**src/rtl/pt_pkg.sv**
```systemverilog
package pt_pkg;
   typedef enum logic {
      PH_LOW  = 1'b0,
      PH_HIGH = 1'b1
   } phase_e;
endpackage

```
**src/rtl/pt_tick_timer.sv**
```systemverilog
// Counts ticks within the current phase and flags the tick that closes it.
module pt_tick_timer #(
   parameter int TICK_W = 16
) (
   input  logic              clk,
   input  logic              rst_n,
   input  logic              run,
   input  logic              tick,
   input  logic              restart,
   input  logic [TICK_W-1:0] len,
   output logic              phase_end
);
   logic [TICK_W-1:0] cnt_q;

   assign phase_end = run & tick & (cnt_q == len - 1'b1);

   always_ff @(posedge clk or negedge rst_n) begin
      if (!rst_n)                  cnt_q <= '0;
      else if (restart || phase_end) cnt_q <= '0;
      else if (run && tick)        cnt_q <= cnt_q + 1'b1;
   end
endmodule

```
**src/rtl/pt_seq.sv**
```systemverilog
// Train sequencing: mode, remaining pulses, phase, stop deferral, done.
module pt_seq
   import pt_pkg::*;
#(
   parameter int CNT_W = 16
) (
   input  logic             clk,
   input  logic             rst_n,
   input  logic             start,
   input  logic             stop,
   input  logic [CNT_W-1:0] cnt_in,
   input  logic             phase_end,
   output logic             busy,
   output phase_e           phase,
   output logic             start_ok,
   output logic             finish,
   output logic             endless,
   output logic             done
);
   localparam logic [CNT_W-1:0] CNT_FOREVER = {CNT_W{1'b1}};
   localparam logic [CNT_W-1:0] CNT_ONE     = CNT_W'(1);

   logic [CNT_W-1:0] rem_q;
   logic             stop_q;
   logic             cnt_valid;
   logic             stop_eff;

   assign cnt_valid = (cnt_in == CNT_FOREVER) ||
                      (!cnt_in[CNT_W-1] && (cnt_in != '0));
   assign start_ok  = start & ~busy & cnt_valid;
   assign stop_eff  = stop | stop_q;
   assign finish    = busy & phase_end & (phase == PH_LOW) &
                      (stop_eff | (~endless & (rem_q == CNT_ONE)));

   always_ff @(posedge clk or negedge rst_n) begin
      if (!rst_n) begin
         busy    <= 1'b0;
         phase   <= PH_LOW;
         rem_q   <= '0;
         endless <= 1'b0;
         stop_q  <= 1'b0;
         done    <= 1'b0;
      end else begin
         done <= finish;
         if (start_ok) begin
            busy    <= 1'b1;
            phase   <= PH_HIGH;
            rem_q   <= cnt_in;
            endless <= (cnt_in == CNT_FOREVER);
            stop_q  <= 1'b0;
         end else if (busy) begin
            if (finish) begin
               busy   <= 1'b0;
               phase  <= PH_LOW;
               stop_q <= 1'b0;
            end else begin
               if (stop) stop_q <= 1'b1;
               if (phase_end) begin
                  if (phase == PH_HIGH) begin
                     phase <= PH_LOW;
                  end else begin
                     phase <= PH_HIGH;
                     if (!endless) rem_q <= rem_q - 1'b1;
                  end
               end
            end
         end
      end
   end
endmodule

```
**src/rtl/pt_timing.sv**
```systemverilog
// Active and pending phase lengths; pending values move in at period start.
module pt_timing
   import pt_pkg::*;
#(
   parameter int TICK_W = 16
) (
   input  logic              clk,
   input  logic              rst_n,
   input  logic              load,
   input  logic              upd_ok,
   input  logic              restart,
   input  logic [TICK_W-1:0] hi_in,
   input  logic [TICK_W-1:0] lo_in,
   input  phase_e            phase,
   output logic [TICK_W-1:0] len
);
   localparam logic [TICK_W-1:0] MIN_LEN = TICK_W'(1);

   logic [TICK_W-1:0] hi_cl, lo_cl;
   logic [TICK_W-1:0] act_hi_q, act_lo_q, pnd_hi_q, pnd_lo_q;
   logic              pnd_v_q;

   assign hi_cl = (hi_in == '0) ? MIN_LEN : hi_in;
   assign lo_cl = (lo_in == '0) ? MIN_LEN : lo_in;
   assign len   = (phase == PH_HIGH) ? act_hi_q : act_lo_q;

   always_ff @(posedge clk or negedge rst_n) begin
      if (!rst_n) begin
         act_hi_q <= MIN_LEN;
         act_lo_q <= MIN_LEN;
         pnd_hi_q <= MIN_LEN;
         pnd_lo_q <= MIN_LEN;
         pnd_v_q  <= 1'b0;
      end else if (load) begin
         act_hi_q <= hi_cl;
         act_lo_q <= lo_cl;
         pnd_v_q  <= 1'b0;
      end else if (restart) begin
         if (upd_ok) begin
            act_hi_q <= hi_cl;
            act_lo_q <= lo_cl;
         end else if (pnd_v_q) begin
            act_hi_q <= pnd_hi_q;
            act_lo_q <= pnd_lo_q;
         end
         pnd_v_q <= 1'b0;
      end else if (upd_ok) begin
         pnd_hi_q <= hi_cl;
         pnd_lo_q <= lo_cl;
         pnd_v_q  <= 1'b1;
      end
   end
endmodule

```
**src/rtl/pulse_train_gen.sv**
```systemverilog
module pulse_train_gen
   import pt_pkg::*;
#(
   parameter int TICK_W  = 16,
   parameter int CNT_W   = 16,
   parameter bit OUT_REG = 1'b0
) (
   input  logic              clk,
   input  logic              rst_n,
   input  logic              tick_en,
   input  logic [TICK_W-1:0] hi_ticks,
   input  logic [TICK_W-1:0] lo_ticks,
   input  logic [CNT_W-1:0]  pulse_cnt,
   input  logic              start,
   input  logic              stop,
   input  logic              upd,
   output logic              pulse_o,
   output logic              busy_o,
   output logic              done_o
);
   if (TICK_W < 2) begin : g_bad_tick_w
      $error("pulse_train_gen: TICK_W must be at least 2");
   end
   if (CNT_W < 2) begin : g_bad_cnt_w
      $error("pulse_train_gen: CNT_W must be at least 2");
   end

   logic              busy, start_ok, finish, endless, done, phase_end;
   logic              restart, upd_ok, line;
   phase_e            phase;
   logic [TICK_W-1:0] len;

   assign restart = phase_end & (phase == PH_LOW) & ~finish;
   assign upd_ok  = upd & busy & endless;
   assign line    = busy & (phase == PH_HIGH);

   pt_seq #(.CNT_W(CNT_W)) u_seq (
      .clk(clk), .rst_n(rst_n), .start(start), .stop(stop),
      .cnt_in(pulse_cnt), .phase_end(phase_end), .busy(busy),
      .phase(phase), .start_ok(start_ok), .finish(finish),
      .endless(endless), .done(done)
   );

   pt_timing #(.TICK_W(TICK_W)) u_timing (
      .clk(clk), .rst_n(rst_n), .load(start_ok), .upd_ok(upd_ok),
      .restart(restart), .hi_in(hi_ticks), .lo_in(lo_ticks),
      .phase(phase), .len(len)
   );

   pt_tick_timer #(.TICK_W(TICK_W)) u_timer (
      .clk(clk), .rst_n(rst_n), .run(busy), .tick(tick_en),
      .restart(start_ok), .len(len), .phase_end(phase_end)
   );

   if (OUT_REG) begin : g_out_reg
      logic line_q;
      always_ff @(posedge clk or negedge rst_n) begin
         if (!rst_n) line_q <= 1'b0;
         else        line_q <= line;
      end
      assign pulse_o = line_q;
   end else begin : g_out_comb
      assign pulse_o = line;
   end

   assign busy_o = busy;
   assign done_o = done;
endmodule

```
**config.mk**
```make
export PLATFORM = sky130hd
export DESIGN_NAME = pulse_train_gen
export DESIGN_NICKNAME = d
export VERILOG_FILES = /design/src/rtl/pt_pkg.sv /design/src/rtl/pt_tick_timer.sv /design/src/rtl/pt_seq.sv /design/src/rtl/pt_timing.sv /design/src/rtl/pulse_train_gen.sv
export SDC_FILE = /design/constraint.sdc
export NUM_CORES = 1
export LEC_CHECK = 0
export BUFFER_PORTS_ARGS = -buffer_cell sky130_fd_sc_hd__buf_2
export CORE_UTILIZATION = 26
export CTS_BUF_LIST = sky130_fd_sc_hd__clkbuf_16
export DETAILED_ROUTE_END_ITERATION = 10
export PLACE_DENSITY = 0.45
export SYNTH_ARGS = -nofsm -noshare
export SYNTH_HDL_FRONTEND = slang
export SYNTH_HIERARCHICAL = 1
export SYNTH_SLANG_ARGS = --single-unit
```
**constraint.sdc**
```tcl
create_clock -name clk -period 4.3 [get_ports clk]
set_input_delay 0.86 -clock clk [delete_from_list [all_inputs] [get_ports clk]]
set_output_delay 0.86 -clock clk [all_outputs]
set_load 0.1 [all_outputs]
```
## Word level (Yosys, flattened, before mapping)

Cells that the tools add are included.

| storage, ports and cells | value |
|---|---|
| register bits | 102 |
| input port bits | 54 |
| logic and storage cells | 97 |
| output and inout bits | 3 |

| operators by class | value |
|---|---|
| bitwise gates (word level) | 21 |
| $add $sub $neg | 3 |
| reductions and logical operators | 21 |
| eq/ne operators | 6 |
| mux-type cells | 34 |

Operators with widths:

| kind | count |
|---|---|
| 2-to-1 mux 16 bit | 19 |
| logical NOT 16 bit | 2 |
| subtractor 16 x 1 -> 16 bit, second input constant | 2 |
| adder 16 x 1 -> 16 bit, second input constant | 1 |
| == test 16 x 1 -> 1 bit, second input constant | 1 |
| == test 16 bit | 1 |
| == test 16 bit, second input constant | 1 |
| nonzero test 16 bit | 1 |
| 2-to-1 mux 1 bit | 15 |
| bitwise AND 1 bit | 13 |
| nonzero test 3 bit | 4 |
| nonzero test 2 bit | 4 |
| inverter 1 bit | 6 |
| AND reduction 2 bit | 3 |
| AND reduction 5 bit | 1 |
| != test 2 bit, second input constant | 2 |
| AND reduction 3 bit | 1 |
| logical AND 1 bit | 2 |
| logical OR 1 bit | 2 |
| != test 2 x 1 -> 1 bit, second input constant | 1 |
| OR 1 bit | 2 |
| logical NOT 1 bit | 1 |

## Logic depth before layout (Yosys ltp)

Gate-level depths: netlist of run 1.

| logic depth | value |
|---|---|
| word-level depth | 11 |
| depth in mapped cells | 19 |
| mapped depth without buffers | 15 |

## Modules after synthesis

The synthesis of run 1 kept the hierarchy.

Modules (own cells, without submodules):

| module | sequential area each (um2) | area each (um2) | instances | cells each |
|---|---|---|---|---|
| pt_timing | 1631.6 | 3010.4 | 1 | 245 |
| pt_tick_timer | 400.4 | 1476.4 | 1 | 172 |
| pt_seq | 525.5 | 1387.6 | 1 | 130 |
| pulse_train_gen | 0.0 | 26.3 | 1 | 3 |

## Worst setup path after synthesis of run 1

Ideal clock, no wire load.

| path | value |
|---|---|
| kind | register to register |
| start | register u_seq.phase |
| end | register u_timing.pnd_hi_q[1] |
| setup time | 0.125 ns |
| required time | 4.175 ns |
| arrival | 4.471 ns |
| clock period less this slack | 4.596 ns |
| slack | -0.296 ns |
| path buffers | 5 |
| stages on the path, launching flop included | 17 |
| cell sequence | dfrtp_1 clkbuf_1 buf_2 mux2_2 nor4_2 nand2_1 or4_4 a311oi_4 buf_6 and2_1 and3b_1 clkbuf_1 and2_1 nor3b_2 nor3b_4 buf_6 mux2_2 |

| on the way | value |
|---|---|
| cells in the longest elaborated chain, start to end | 11 |
| elaborated cells on any way between the ends | 13 |
| those cells by class | add/sub: 1; eq/ne: 1; mux: 1; bitwise: 9; reduce/logical: 1 |

Ends and longest elaborated chain:

| what | line | RTL |
|---|---|---|
| start: declaration | pt_seq.sv:14 | `output phase_e phase,` |
| start signal: assignment | pt_seq.sv:38 | `phase <= PH_LOW;` |
| start signal: assignment | pt_seq.sv:47 | `phase <= PH_HIGH;` |
| start signal: assignment | pt_seq.sv:54 | `phase <= PH_LOW;` |
| 2-to-1 mux 16 bit | pt_timing.sv:25 | `assign len = (phase == PH_HIGH) ? act_hi_q : act_lo_q;` |
| via len[9] | pulse_train_gen.sv:31 | `logic [TICK_W-1:0] len;` |
| subtractor 16 x 1 -> 16 bit | pt_tick_timer.sv:15 | `assign phase_end = run & tick & (cnt_q == len - 1'b1);` |
| == test 16 bit | pt_tick_timer.sv:15 |  |
| bitwise AND 1 bit | pt_tick_timer.sv:15 |  |
| via phase_end | pulse_train_gen.sv:28 | `logic busy, start_ok, finish, endless, done, phase_end;` |
| bitwise AND 1 bit (3 in a row) | pt_seq.sv:32 | `assign finish = busy & phase_end & (phase == PH_LOW) &` |
| via finish | pulse_train_gen.sv:28 |  |
| inverter 1 bit | pulse_train_gen.sv:33 | `assign restart = phase_end & (phase == PH_LOW) & ~finish;` |
| bitwise AND 1 bit | pulse_train_gen.sv:33 |  |
| via restart | pulse_train_gen.sv:29 | `logic restart, upd_ok, line;` |
| inverter 1 bit (no source line) | n/a |  |
| AND reduction 3 bit (no source line) | n/a |  |
| end signal: assignment | pt_timing.sv:48 | `pnd_hi_q <= hi_cl;` |
| end: declaration | pt_timing.sv:20 | `logic [TICK_W-1:0] act_hi_q, act_lo_q, pnd_hi_q, pnd_lo_q;` |

The timed path passes the listed nets, and every way through them passes these cells.
A chain may end at the register's enable or synchronous reset.

## Final worst setup path of run 1

| path | value |
|---|---|
| start | register u_seq.phase |
| end | register u_timing.pnd_hi_q[7] |

The elaborated chain is that of the path after synthesis.

==> impl_metrics.json, run 1 <==
{
  "synth_edf_count": 0,
  "grt_max_degree": 55,
  "port_buffers": 56,
  "fin_crit_sh": 0.950,
  "antenna_cells": 0,
  "postCtsHoldBufs": 0,
  "cp_num_buf_inv": 2,
  "syn_nets": 608,
  "synthesis.area_sq_mm": 0.00590,
  "fin_worst_skew_ps": 7.06,
  "clk_pin_slew_worst_paths_ps": 70,
  "drt_wl_total_um": 14300,
  "clkSinkCount": 102,
  "final_area_sq_mm": 0.00685,
  "grt_overflow": 0,
  "critical-path-max-stage-delay_ps": 420,
  "clockPowerShare": 0.405,
  "grt_antenna_before_repair": 0,
  "swShare": 0.258,
  "die_y_um": 153,
  "period_minus_slack_ps": 4090,
  "dpl_cell_area_sq_mm": 0.00647,
  "leakage_nw": 3.21,
  "p_int_mw": 1.55,
  "clkLatencyLatePin_ps": 350,
  "postCtsSetupRepairBufs": 0,
  "cts-root-buf": "clkbuf_16",
  "ioPinCount": 57,
  "power_frac_comb": 0.094,
  "num_vias": 4324,
  "holdWs_ps": 481,
  "die_area_sq_mm": 0.0233,
  "syn_to_final_growth_pct": 16.1,
  "max_cap_violations": 0,
  "synth.largest_area_cell": "dfrtp_1",
  "layout_commonest_cell": "dfrtp_1",
  "critical_path_required_ps": 4540,
  "htree_levels": 3,
  "setup_violations": 0,
  "max-vdd-ir-drop_mv": 0.218,
  "grt.total_usage": 0.128,
  "outcome": "completed",
  "ant_nets": 0,
  "hold_class": "flip-flop to flip-flop",
  "critical_path.top_delay_family": "simple AND/OR/NAND/NOR gates",
  "worstPathMaxFanout": 34,
  "grt_pass1_wl_um": 23800,
  "hpwlAfterDp_um": 10700,
  "p_per_area_mw_per_mm2": 304,
  "switchingPower_mw": 0.539,
  "startpoint_type": "flip-flop",
  "endpoint_kind": "flip-flop",
  "clock_path_buffers": 2,
  "gp_congestion": 0.805,
  "final_nets": 659,
  "crit_chain": "mux2_2, inv_1, ha_1, nor2b_1, nand3_1, nor4_2, nor4_2, a311oi_4, and2_1, and3b_1, and2_1, nor3b_2, nor3b_4, buf_12, mux2_2",
  "syn_inst": 550,
  "rrSetupSlack_ps": 210,
  "dr.pass1.iters": 4,
  "relSlewSlack": 0.513,
  "fin_cells": 886,
  "synth-main-ff-cell": "dfrtp_1",
  "final_cell_mix": "dfrtp_1, nand2_1, buf_2",
  "start_util": 0.268,
  "drc": 0,
  "ys_seq_elements": 102,
  "criticalPathCategory": "flip-flop to flip-flop",
  "worstMarginPinSlew_ps": 723,
  "drt-initial-drc-count": 233,
  "hold_viol_final": 0,
  "synth_warnings": 6,
  "cts_tree": "done",
  "num_rows": 54,
  "seq_area_frac_synth": 0.433,
  "drive_gt1_frac": 0.292,
  "ys_types": 69,
  "critPathSlowestCell": "mux2_2",
  "placedCellCount": 870,
  "cts.repair.resized": 0,
  "synth.area.top_cells": "dfrtp_1, mux2_2, mux2i_1",
  "yosys.area.top_type_share": 0.416,
  "fmax_mhz": 245,
  "core-area_sq_mm": 0.0220,
  "die_w_um": 153,
  "detail_route.vias_per_cell": 4.88,
  "async_flop_share": 1.00,
  "numCtsBuffers": 9,
  "maxSlewViolCount": 0,
  "grt_pass1_vias": 4469,
  "syn_area_per_cell_sq_um": 10.7,
  "worstPathArrival_ps": 4320,
  "seq_power_share": 0.501,
  "wire_per_inst_um": 16.2
}
routing by layer:
| metal | vias to the layer above | track usage | wire [um] | part of all wire |
|---|---|---|---|---|
| li1 | 2101 | - | - | - |
| met1 | 2144 | 0.171 | 6740 | 0.47 |
| met2 | 69 | 0.215 | 7060 | 0.49 |
| met3 | 10 | 0.0225 | 409 | 0.029 |
| met4 | 0 | 0.0322 | 129 | 0.0090 |
| met5 | - | 0 | 0 | 0 |
cells by family after synthesis:
| family | Yosys count | share of synthesized area |
|---|---|---|
| compound gates | 89 | 0.107 |
| xor+xnor | 42 | 0.0623 |
| fa+ha+maj | 4 | 0.00848 |
| buf+inv | 36 | 0.0371 |
| flops | 102 | 0.433 |
| mux | 90 | 0.165 |
| simple gates | 187 | 0.187 |
per-stage QoR:
step           total power [mW]  utilization  TNS, ps  setup WS (ps)
6_report                   2.08        0.311        0            213
3_5_place_dp               1.26        0.294        0            129
5_1_grt                    2.19        0.311    -58.2          -10.7
4_1_cts                    2.12        0.308        0           99.2
2_1_floorplan              1.17            -        0           7.60
3_3_place_gp               1.26        0.294        0            186
power by group through the flow:
stage               clock network [mW]  logic, mW  registers, mW
CTS                              0.874      0.200           1.05
global route                     0.914      0.226           1.05
global placement                     0      0.195           1.06
finish                           0.845      0.196           1.04
detailed placement                   0      0.198           1.06
floorplan                            0      0.130           1.04
worst paths after layout:
path / start / endpoint / cells after the start
worst max-delay path: u_seq/phase / u_timing/pnd_hi_q[7] / 15
worst min-delay path: u_timing/act_hi_q[6] / u_timing/act_hi_q[6] / 2
worst max register to register: u_seq/phase / u_timing/pnd_hi_q[7] / 15
worst min register to register: u_timing/act_hi_q[6] / u_timing/act_hi_q[6] / 2
max in group asynchronous: rst_n / u_timing/act_hi_q[0] / 2
min in group asynchronous: rst_n / u_timing/pnd_lo_q[12] / 1
tightest hold or removal path: stages, from the launching register on:
cell and delay [ps]:
dfrtp_1 350, nand2_1 40, o21ai_0 60
state kept, by name, indices dropped and copies added, names as in the netlist:
signal	count
u_seq/done	1
u_seq/endless	1
u_seq/phase	1
u_seq/stop_q	1
u_timing/act_hi_q	16
u_timing/pnd_hi_q	16
u_timing/pnd_v_q	1
u_timing/act_lo_q	16
u_seq/busy	1
u_timing/pnd_lo_q	16
u_seq/rem_q	16
u_timer/cnt_q	16
synthesized netlist by cell type, types with 3 or more instances:
master / n
nor3_2: 3
nand4_1: 10
ha_1: 4
nor2_1: 22
and3_1: 3
a211oi_1: 18
mux2_1: 3
xnor2_1: 23
and2_1: 4
buf_6: 7
mux2_2: 54
mux2i_1: 33
or4_1: 3
or3_1: 5
dfrtp_1: 98
inv_1: 9
nand3_1: 6
buf_4: 7
a31oi_1: 3
clkbuf_1: 8
nand2_1: 56
xor2_1: 19
nor2b_1: 7
nor3_1: 21
nor4_2: 6
o31ai_1: 5
o21ai_0: 34
nor4_1: 15
a21oi_1: 9
dfstp_2: 4
layout make-up:
type,instances,area (sq um)
clock inverters,7,83.8
well taps,280,350
clock buffers,9,225
multi-input cells,412,3210
fillers,2303,15200
repair buffers,67,390
flip-flops and latches,102,2560
inverters,9,33.8
Power figures use the tool's default switching activity.
==> inputs of run 2 (changes only) <==
--- a/config.mk
+++ b/config.mk
@@ -9,7 +9,7 @@
 export CORE_UTILIZATION = 26
 export CTS_BUF_LIST = sky130_fd_sc_hd__clkbuf_16
 export DETAILED_ROUTE_END_ITERATION = 10
-export PLACE_DENSITY = 0.45
+export PLACE_DENSITY_LB_ADDON = 0.08
 export SYNTH_ARGS = -nofsm -noshare
 export SYNTH_HDL_FRONTEND = slang
 export SYNTH_HIERARCHICAL = 1
==> impl_metrics.json, run 2 (same netlist as run 1, synthesis figures left out) <==
{
  "outcome": "completed",
  "cts-root-buf": "clkbuf_16",
  "drc": 0,
  "port_buffers": 56,
  "drt-initial-drc-count": 197,
  "drt_wl_total_um": 15700,
  "clock_path_buffers": 2,
  "ioPinCount": 57,
  "multi_input_area_sq_mm": 0.00323,
  "detail_route.vias_per_cell": 4.93,
  "fin_crit_sh": 0.943,
  "critical-path-max-stage-delay_ps": 500,
  "num_vias": 4375,
  "maxSlewViolCount": 0,
  "ant_nets": 0,
  "die_y_um": 153,
  "clkSinkCount": 102,
  "p_per_area_mw_per_mm2": 305,
  "rrSetupSlack_ps": 250,
  "num_rows": 54,
  "criticalPathCategory": "flip-flop to flip-flop",
  "startpoint_type": "flip-flop",
  "hpwlAfterDp_um": 11400,
  "holdWs_ps": 478,
  "relSlewSlack": 0.306,
  "drive_gt1_frac": 0.297,
  "grt_antenna_before_repair": 0,
  "leakage_nw": 3.23,
  "n_fill_cell": 2298,
  "setup_violations": 0,
  "worstMarginPinSlew_ps": 1040,
  "htree_levels": 3,
  "worstPathMaxFanout": 19,
  "final_area_sq_mm": 0.00690,
  "hold_class": "flip-flop to flip-flop",
  "max_cap_violations": 0,
  "postCtsHoldBufs": 0,
  "clkLatencyLatePin_ps": 360,
  "hold_viol_final": 0,
  "worstPathArrival_ps": 4300,
  "dpl_cell_area_sq_mm": 0.00647,
  "critical_path.top_delay_family": "simple AND/OR/NAND/NOR gates",
  "critical_path_required_ps": 4550,
  "final_cell_mix": "dfrtp_1, nand2_1, buf_2",
  "final_nets": 660,
  "syn_to_final_growth_pct": 16.9,
  "cp_num_buf_inv": 2,
  "layout.area.seq_sq_mm": 0.00256,
  "grt_overflow": 0,
  "grt_pass1_vias": 4475,
  "grt_max_degree": 79,
  "start_util": 0.268,
  "numCtsBuffers": 9,
  "endpoint_kind": "flip-flop",
  "period_minus_slack_ps": 4050,
  "die_w_um": 153,
  "layout_commonest_cell": "dfrtp_1",
  "clk_pin_slew_worst_paths_ps": 80,
  "crit_chain": "buf_6, mux2_2, nor4_4, nand2_1, or4_4, a311oi_4, and2_1, and3b_1, and2_1, nor3b_2, nor3b_4, clkbuf_16, mux2_2",
  "fin_worst_skew_ps": 14.0,
  "core-area_sq_mm": 0.0220,
  "die_area_sq_mm": 0.0233,
  "dr.pass1.iters": 4,
  "wire_per_inst_um": 17.6,
  "cts_tree": "done",
  "antenna_cells": 0,
  "gp_congestion": 0.805,
  "critPathSlowestCell": "or4_4",
  "fmax_mhz": 247,
  "grt_pass1_wl_um": 25100,
  "max-vdd-ir-drop_mv": 0.164,
  "total_power_mw": 2.10,
  "grt.total_usage": 0.138
}
-- run 2: worst paths after layout --
| kind | start | to | depth (start not counted) |
|---|---|---|---|
| max | u_seq/phase | u_timing/pnd_lo_q[7] | 13 |
| min | u_timing/act_lo_q[3] | u_timing/act_lo_q[3] | 2 |
| max reg2reg | u_seq/phase | u_timing/pnd_lo_q[7] | 13 |
| min reg2reg | u_timing/act_lo_q[3] | u_timing/act_lo_q[3] | 2 |
| max in group asynchronous | rst_n | u_seq/rem_q[2] | 2 |
| min in group asynchronous | rst_n | u_timing/pnd_hi_q[10] | 1 |
-- run 2: area by class of cell --
cell class / count / area share
multi-input combinational: 412 / 0.468
sequential: 102 / 0.371
timing repair buffer: 68 / 0.0608
tap: 280 / 0.0508
clock buffer: 9 / 0.0327
clock inverter: 7 / 0.0123
inverter: 9 / 0.00490
-- run 2: stage by stage --
stage / std cells / worst slack [ps] / TNS [ps] / utilization
finish: 887 / 246 / 0 / 0.313
global route: 887 / -15.9 / -145 / 0.313
CTS: 886 / 151 / 0 / 0.308
detailed placement: 870 / 167 / 0 / 0.294
global placement: 870 / 235 / 0 / 0.294
floorplan: 550 / 7.60 / 0 / -
-- run 2: per-layer routing --
layer  GRT usage  wire, um  up-vias
met1       0.190      7670     2164
met4      0.0500       290        0
li1            -         -     2118
met3      0.0205       326       24
met5           0         0        -
met2       0.219      7370       69
-- run 2: repair_timing --
action                     CTS  global route
buffers inserted             0             0
gates resized for setup      0            15
setup endpoints to repair    0            77
-- run 2: worst register-to-register path, delay by kind of cell, from the launching register on --
kind / cells / cell delay, ps
compound gates: 1 / 280
buf+inv: 2 / 490
mux: 2 / 770
flops: 1 / 390
simple gates: 8 / 2010
-- run 2: report_power, final --
group	switching, mW	leakage [nW]	internal [mW]
Clock	0.441	0.147	0.420
Combinational	0.105	1.71	0.0928
Sequential	0.0530	1.37	0.991
